`config.mk`:
```
export PLATFORM = sky130hd
export DESIGN_NAME = hall_result_regs
export DESIGN_NICKNAME = d
export VERILOG_FILES = /design/src/rtl/hall_pkg.sv /design/src/rtl/hall_sample_proc.sv /design/src/rtl/hall_ctrl_regs.sv /design/src/rtl/hall_read_port.sv /design/src/rtl/hall_result_regs.sv
export SDC_FILE = /design/constraint.sdc
export NUM_CORES = 1
export LEC_CHECK = 0
export BUFFER_PORTS_ARGS = -buffer_cell sky130_fd_sc_hd__clkbuf_2
export CAP_MARGIN = 20
export CORE_MARGIN = 2
export CORE_UTILIZATION = 26
export DETAILED_ROUTE_END_ITERATION = 10
export PLACE_DENSITY = 0.53
export RECOVER_POWER = 100
export SETUP_SLACK_MARGIN = 0.5
export SYNTH_ARGS = -nofsm -noshare
export SYNTH_HDL_FRONTEND = slang
export SYNTH_HIERARCHICAL = 1
export SYNTH_SLANG_ARGS = --single-unit
```
`constraint.sdc`:
```
create_clock -name clk -period 5.9 [get_ports clk]
set_clock_uncertainty 0.05 [all_clocks]
set_input_delay 0 -clock clk [delete_from_list [all_inputs] [get_ports clk]]
set_output_delay 0 -clock clk [all_outputs]
set_load 0.02 [all_outputs]
```
`src/rtl/hall_pkg.sv`:
```
package hall_pkg;

    localparam int REG_W = 8;

    localparam logic [7:0] RA_RES_LO  = 8'h00;
    localparam logic [7:0] RA_RES_HI  = 8'h01;
    localparam logic [7:0] RA_CTRL    = 8'h02;
    localparam logic [7:0] RA_OFFS_LO = 8'h03;
    localparam logic [7:0] RA_OFFS_HI = 8'h04;
    localparam logic [7:0] RA_SENS    = 8'h0B;

    typedef struct packed {
        logic slow;
        logic invert;
        logic pwrdn;
    } ctrl_t;

    typedef enum logic [1:0] {
        SENS_50MT  = 2'd0,
        SENS_25MT  = 2'd1,
        SENS_12MT5 = 2'd2,
        SENS_18MT75 = 2'd3
    } sens_e;

    function automatic logic even_par(input logic [15:0] v);
        return ^v;
    endfunction

endpackage

```
`src/rtl/hall_sample_proc.sv`:
```
module hall_sample_proc #(
    parameter int SMP_W    = 10,
    parameter int AVG_LOG2 = 2
) (
    input  logic             clk,
    input  logic             rst,
    input  logic             smp_valid,
    input  logic [SMP_W-1:0] smp_data,
    input  hall_pkg::ctrl_t  ctrl,
    output logic [SMP_W-1:0] result
);
    localparam int AVG_N = 1 << AVG_LOG2;
    localparam int ACC_W = SMP_W + AVG_LOG2;
    localparam int CNT_W = (AVG_LOG2 > 0) ? AVG_LOG2 : 1;

    logic [SMP_W-1:0] conv;
    logic [ACC_W-1:0] acc_q;
    logic [ACC_W-1:0] acc_sum;
    logic [CNT_W-1:0] cnt_q;
    logic [SMP_W-1:0] result_q;
    logic             grp_last;

    // All-ones minus x equals bitwise inversion of x.
    assign conv     = ctrl.invert ? ~smp_data : smp_data;
    assign acc_sum  = acc_q + ACC_W'(conv);
    assign grp_last = (cnt_q == CNT_W'(AVG_N - 1));

    always_ff @(posedge clk) begin
        if (rst) begin
            result_q <= '0;
            acc_q    <= '0;
            cnt_q    <= '0;
        end else if (ctrl.pwrdn || !ctrl.slow) begin
            acc_q <= '0;
            cnt_q <= '0;
            if (!ctrl.pwrdn && smp_valid) begin
                result_q <= conv;
            end
        end else if (smp_valid) begin
            if (grp_last) begin
                result_q <= acc_sum[ACC_W-1:AVG_LOG2];
                acc_q    <= '0;
                cnt_q    <= '0;
            end else begin
                acc_q <= acc_sum;
                cnt_q <= cnt_q + CNT_W'(1);
            end
        end
    end

    assign result = result_q;

    AST_PD_HOLD: assert property (@(posedge clk) disable iff (rst)
        ctrl.pwrdn |=> $stable(result_q));

    AST_SLOW_MID_HOLD: assert property (@(posedge clk) disable iff (rst)
        (ctrl.slow && !ctrl.pwrdn && smp_valid && !grp_last) |=> $stable(result_q));

endmodule

```
`src/rtl/hall_ctrl_regs.sv`:
```
module hall_ctrl_regs #(
    parameter int ADDR_W = 8
) (
    input  logic                     clk,
    input  logic                     rst,
    input  logic                     wr,
    input  logic [ADDR_W-1:0]        addr,
    input  logic [hall_pkg::REG_W-1:0] wdata,
    input  logic                     comp_done,
    output hall_pkg::ctrl_t          ctrl,
    output hall_pkg::sens_e          sens,
    output logic                     comp_flag
);
    import hall_pkg::*;

    ctrl_t ctrl_q;
    sens_e sens_q;
    logic  flag_q;
    logic  hit_ctrl;
    logic  hit_sens;

    assign hit_ctrl = wr && (addr == ADDR_W'(RA_CTRL));
    assign hit_sens = wr && (addr == ADDR_W'(RA_SENS));

    always_ff @(posedge clk) begin
        if (rst) begin
            ctrl_q <= '0;
            sens_q <= SENS_50MT;
        end else begin
            if (hit_ctrl) begin
                ctrl_q.pwrdn  <= wdata[0];
                ctrl_q.invert <= wdata[1];
                ctrl_q.slow   <= wdata[2];
            end
            if (hit_sens) begin
                sens_q <= sens_e'(wdata[1:0]);
            end
        end
    end

    always_ff @(posedge clk) begin
        if (rst) begin
            flag_q <= 1'b0;
        end else if (ctrl_q.pwrdn) begin
            flag_q <= 1'b0;
        end else if (comp_done) begin
            flag_q <= 1'b1;
        end
    end

    assign ctrl      = ctrl_q;
    assign sens      = sens_q;
    assign comp_flag = flag_q;

    AST_FLAG_CLR_PD: assert property (@(posedge clk) disable iff (rst)
        ctrl_q.pwrdn |=> !flag_q);

    AST_CTRL_WR_ONLY: assert property (@(posedge clk) disable iff (rst)
        !hit_ctrl |=> $stable(ctrl_q));

    AST_SENS_WR_ONLY: assert property (@(posedge clk) disable iff (rst)
        !hit_sens |=> $stable(sens_q));

endmodule

```
`src/rtl/hall_read_port.sv`:
```
module hall_read_port #(
    parameter int SMP_W  = 10,
    parameter int ADDR_W = 8
) (
    input  logic                       clk,
    input  logic                       rst,
    input  logic                       rd,
    input  logic [ADDR_W-1:0]          addr,
    input  logic [SMP_W-1:0]           result,
    input  logic                       comp_flag,
    input  hall_pkg::ctrl_t            ctrl,
    input  hall_pkg::sens_e            sens,
    input  logic [SMP_W-1:0]           offset,
    output logic [hall_pkg::REG_W-1:0] rdata
);
    import hall_pkg::*;

    localparam int HI_W = SMP_W - REG_W;

    logic [SMP_W-1:0] shadow_q;
    logic [REG_W-1:0] rdata_q;
    logic [REG_W-1:0] hi_byte;
    logic [REG_W-1:0] offs_hi;
    logic [REG_W-1:0] rd_val;
    logic             known;

    always_comb begin
        hi_byte               = '0;
        hi_byte[HI_W-1:0]     = shadow_q[SMP_W-1:REG_W];
        hi_byte[HI_W]         = even_par(16'(shadow_q));
        hi_byte[HI_W+1]       = comp_flag;
        offs_hi               = '0;
        offs_hi[HI_W-1:0]     = offset[SMP_W-1:REG_W];
    end

    always_comb begin
        rd_val = '0;
        known  = 1'b1;
        unique case (addr)
            ADDR_W'(RA_RES_LO):  rd_val = result[REG_W-1:0];
            ADDR_W'(RA_RES_HI):  rd_val = hi_byte;
            ADDR_W'(RA_CTRL):    rd_val = {5'b0, ctrl.slow, ctrl.invert, ctrl.pwrdn};
            ADDR_W'(RA_OFFS_LO): rd_val = offset[REG_W-1:0];
            ADDR_W'(RA_OFFS_HI): rd_val = offs_hi;
            ADDR_W'(RA_SENS):    rd_val = {6'b0, sens};
            default:             known  = 1'b0;
        endcase
    end

    always_ff @(posedge clk) begin
        if (rst) begin
            shadow_q <= '0;
            rdata_q  <= '0;
        end else if (rd) begin
            rdata_q <= rd_val;
            if (addr == ADDR_W'(RA_RES_LO)) begin
                shadow_q <= result;
            end
        end
    end

    assign rdata = rdata_q;

    AST_UNLISTED_ZERO: assert property (@(posedge clk) disable iff (rst)
        (rd && !known) |=> (rdata_q == '0));

    AST_RDATA_HOLD: assert property (@(posedge clk) disable iff (rst)
        !rd |=> $stable(rdata_q));

    AST_SHADOW_KEEP: assert property (@(posedge clk) disable iff (rst)
        !(rd && addr == ADDR_W'(RA_RES_LO)) |=> $stable(shadow_q));

endmodule

```
`src/rtl/hall_result_regs.sv`:
```
module hall_result_regs #(
    parameter int SMP_W    = 10,
    parameter int AVG_LOG2 = 2,
    parameter int ADDR_W   = 8
) (
    input  logic              clk,
    input  logic              rst,
    input  logic              smp_valid,
    input  logic [SMP_W-1:0]  smp_data,
    input  logic              comp_done,
    input  logic [SMP_W-1:0]  offset_in,
    input  logic [ADDR_W-1:0] reg_addr,
    input  logic              reg_wr,
    input  logic [7:0]        reg_wdata,
    input  logic              reg_rd,
    output logic [7:0]        reg_rdata,
    output logic              ctl_pwrdn,
    output logic              ctl_slow,
    output logic [1:0]        ctl_sens
);
    import hall_pkg::*;

    ctrl_t            ctrl;
    sens_e            sens;
    logic             comp_flag;
    logic [SMP_W-1:0] result;

    hall_ctrl_regs #(.ADDR_W(ADDR_W)) u_ctrl (
        .clk       (clk),
        .rst       (rst),
        .wr        (reg_wr),
        .addr      (reg_addr),
        .wdata     (reg_wdata),
        .comp_done (comp_done),
        .ctrl      (ctrl),
        .sens      (sens),
        .comp_flag (comp_flag)
    );

    hall_sample_proc #(.SMP_W(SMP_W), .AVG_LOG2(AVG_LOG2)) u_proc (
        .clk       (clk),
        .rst       (rst),
        .smp_valid (smp_valid),
        .smp_data  (smp_data),
        .ctrl      (ctrl),
        .result    (result)
    );

    hall_read_port #(.SMP_W(SMP_W), .ADDR_W(ADDR_W)) u_rdp (
        .clk       (clk),
        .rst       (rst),
        .rd        (reg_rd),
        .addr      (reg_addr),
        .result    (result),
        .comp_flag (comp_flag),
        .ctrl      (ctrl),
        .sens      (sens),
        .offset    (offset_in),
        .rdata     (reg_rdata)
    );

    assign ctl_pwrdn = ctrl.pwrdn;
    assign ctl_slow  = ctrl.slow;
    assign ctl_sens  = sens;

    AST_FAST_CAPTURE: assert property (@(posedge clk) disable iff (rst)
        (smp_valid && !ctrl.pwrdn && !ctrl.slow && !ctrl.invert)
        |=> (result == $past(smp_data)));

    AST_INVERT_CAPTURE: assert property (@(posedge clk) disable iff (rst)
        (smp_valid && !ctrl.pwrdn && !ctrl.slow && ctrl.invert)
        |=> (result == SMP_W'((1 << SMP_W) - 1) - $past(smp_data)));

endmodule

```
==> flow_summary.yaml <==
die:
  dieArea_um2: 11800
  die_height_um: 109
  die_x_um: 109
  io_pins: 54
  coreArea_um2: 10700
  start_util_pct: 26.5
  placementRows: 38
status:
  status: "finished clean"
timing:
  holdWs_ns: 0.00555
  worst_slack_ns: 2.76
  hold_viol: 0
  finalCritPeriodShare_pct: 53.2
  fin_setup_tns_ns: 0
  worst_slew_pin_slew_ns: 0.784
  min_period_ns: 3.14
  max_freq_ghz: 0.319
  finalMaxSlewViolations: 0
  maxSlewHeadroom_pct: 47.3
  finalSetupViolCount: 0
  rsz0062_at_grt: "false"
placement:
  place_congestion: 0.743
  io_buffers: 48
  post-place-ws_ns: 2.92
  place_area_um2: 3190
  hpwl_mm: 5.21
clock_network:
  cts-buffers-inserted: 5
  clock_path_buffers: 2
  ctsResizeCount: 0
  cts_tree: "done"
  cts.clk_slew.worst_paths_ns: 0.10
  htreeDepth: 2
  clock-sinks: 48
  insertion_delay_ns: 0.30
  cts_root_buf: "clkbuf_8"
worst_setup_path:
  critical_path.slowest_cell: "dfxtp_1"
  crit_path_start_kind: "register"
  rr_startpoint: "u_ctrl/ctrl[1]$_SDFFE_PP0P_"
  critPathLaunch: "u_ctrl/ctrl[1]$_SDFFE_PP0P_"
  r2r_cells: 10
  critPathMostFrequentCell: "o21ai_0"
  crit_chain: "xor2_1 -> ha_1 -> inv_1 -> fa_1 -> nor2b_1 -> o31a_1 -> o21ai_0 -> o21ai_0 -> nor4b_1 -> a31o_1"
  reg2reg_to: "u_proc/acc_q[10]$_SDFFE_PP0P_"
  critPathTopFamily: "compound AO/OA/AOI/OAI gates"
  arrival_ns: 3.33
  slowest_delay_ns: 0.77
  end_kind: "register"
  cp_num_cells: 10
  regToRegSetupSlack_ns: 2.76
  path_buf_inv: 1
  crit_path_max_fanout: 12
  required_ns: 6.10
  path_class: "reg -> reg"
  worstSetupEndpoint: "u_proc/acc_q[10]$_SDFFE_PP0P_"
drt:
  drcViolationCount: 0
  vias: 2444
  ant_nets: 0
  firstDrtPassIters: 4
  vias_per_cell: 4.78
  drt_iter0_markers: 69
  totalWireLength_mm: 6.86
  avgRoutedWirePerCell_um: 13.4
layout:
  fillerInstances: 1177
  drive_above_1_share_pct: 12.7
  insertedDiodeCount: 0
  nets: 425
  area_growth_pct: 16.0
  post-route-util_pct: 30.7
  final_area_um2: 3300
global_route:
  antenna_found_initial: 0
  grtUsageTotal_pct: 11.9
  grt_pass1_wl_mm: 11.3
  grt_max_degree: 34
  gr-total-overflow: 0
  grt_pass1_vias: 2374
yosys:
  async_flop_share_pct: 0
  ys.flop_type: "dfxtp_1"
  synth_top_area_share_pct: 33.7
  ys_types: 62
  yosys_warnings: 6
  ys_seq_area_share_pct: 33.7
  synth_area_um2: 2850
  ys_ff_latch: 48
  synth.avg_cell_area_um2: 8.76
  synthCells: 325
  synth-edff-count: 0
  netlist.top_cell.by_area: "dfxtp_1"
  syn_nets: 380
  synth_area_leaders: "dfxtp_1 (34%), mux2i_1 (7.0%), ha_1 (5.3%)"
pwr:
  p_leak_uw: 0.00140
  peakVddDrop_mv: 0.107
  p_per_area_nw_per_um2: 199
hold_path:
  hp-class: "in -> reg"
job:
  maxCapViolCount: 0
worst register-to-register path, delay by kind of cell (launching register included):
| kind | cells | cell delay (ns) |
|---|---|---|
| and+or+nand+nor | 2 | 0.49 |
| adders and majority gates | 2 | 0.61 |
| buffers and inverters | 1 | 0.05 |
| DFF | 1 | 0.77 |
| xor gates and xnor gates | 1 | 0.30 |
| AOI/OAI and AO/OA | 4 | 0.81 |
final cells by class:
type | count | area, um^2 | share of cell area [%]
Clock inverter | 2 | 38.8 | 1.17
Clock buffer | 6 | 82.6 | 2.50
Sequential cell | 48 | 961 | 29.1
Timing Repair Buffer | 53 | 273 | 8.26
Tap cell | 140 | 175 | 5.30
Inverter | 6 | 22.5 | 0.682
Multi-Input combinational cell | 256 | 1750 | 53.0
how the worst min path moves through the flow:
stage,start,end,slack [ns],depth (start not counted)
after floorplan,rst,u_proc/result[0]$_SDFFE_PP0P_,0.02,1
after global placement,reg_wdata[2],u_ctrl/ctrl[2]$_SDFFE_PP0P_,0.20,3
after detailed placement,reg_wdata[2],u_ctrl/ctrl[2]$_SDFFE_PP0P_,0.21,3
after CTS,offset_in[3],u_rdp/rdata[3]$_SDFFE_PP0P_,0.003,5
after global routing,offset_in[3],u_rdp/rdata[3]$_SDFFE_PP0P_,0.02,5
final,offset_in[8],u_rdp/rdata[0]$_SDFFE_PP0P_,0.006,3
flip-flops by register name, summed over array words and instances, names as in the netlist:
| signal | flops |
|---|---|
| u_ctrl/ctrl | 3 |
| u_ctrl/comp_flag | 1 |
| u_ctrl/sens | 2 |
| u_proc/acc_q | 12 |
| u_rdp/shadow_q | 10 |
| u_rdp/rdata | 8 |
| u_proc/result | 10 |
| u_proc/cnt_q | 2 |
cells by family (layout without fill, tap and decap cells):
logic type	count (synthesis)	after routing	share of synthesized area, %
and+or+nand+nor	115	115	21.7
AOI/OAI and AO/OA	79	79	18.2
DFF	48	48	33.7
xor gates and xnor gates	26	26	8.48
muxes	23	23	8.61
buffers and inverters	21	67	3.30
adders and majority gates	13	13	5.98
cells in the final DEF (no fill, tap or decap), types with 6 or more instances in the layout:
cell / count
clkbuf_1: 14
nor2_1: 33
inv_1: 6
mux2i_1: 20
nand2b_1: 12
clkbuf_8: 6
o21ai_0: 16
xor2_1: 14
nor3_1: 8
dfxtp_1: 48
nor2b_1: 8
xnor2_1: 11
clkbuf_2: 34
nand3_1: 9
ha_1: 12
a21oi_1: 27
nand2_1: 22
Yosys cell counts, types with 7 or more instances:
| cell type | n |
|---|---|
| mux2i_1 | 20 |
| dfxtp_1 | 48 |
| clkbuf_1 | 7 |
| xnor2_1 | 11 |
| nor2b_1 | 8 |
| nand2b_1 | 12 |
| nand3_1 | 8 |
| o21ai_0 | 14 |
| ha_1 | 12 |
| nand2_1 | 22 |
| a21oi_1 | 26 |
| xor2_1 | 14 |
| nor3_1 | 7 |
| nor2_1 | 33 |
through the flow:
stage,total power [uW],std cells
6_report,657,511
3_5_place_dp,411,498
2_1_floorplan,383,325
3_3_place_gp,410,498
5_1_grt,688,511
4_1_cts,668,511
per-layer routing:
metal,GRT usage [%],up-vias,part of all wire [%],wire length [um]
met4,3.21,0,0.80,55
met2,20.7,39,47,3240
met3,2.33,6,3.9,264
met5,0,-,0,0
li1,-,1256,-,-
met1,15.1,1143,48,3290
report_power, final:
| part | leakage [uW] | internal, uW | total [uW] | switching [uW] |
|---|---|---|---|---|
| combinational | 0.000949 | 30.6 | 70.1 | 39.5 |
| sequential | 0.000389 | 329 | 334 | 4.89 |
| clock | 0.0000614 | 139 | 253 | 114 |
repair_timing:
action	in CTS	in global routing
hold buffers	5	0
hold endpoints to repair	8	0
buffers inserted	0	0
No activity file was read; power rests on OpenSTA's default activity.
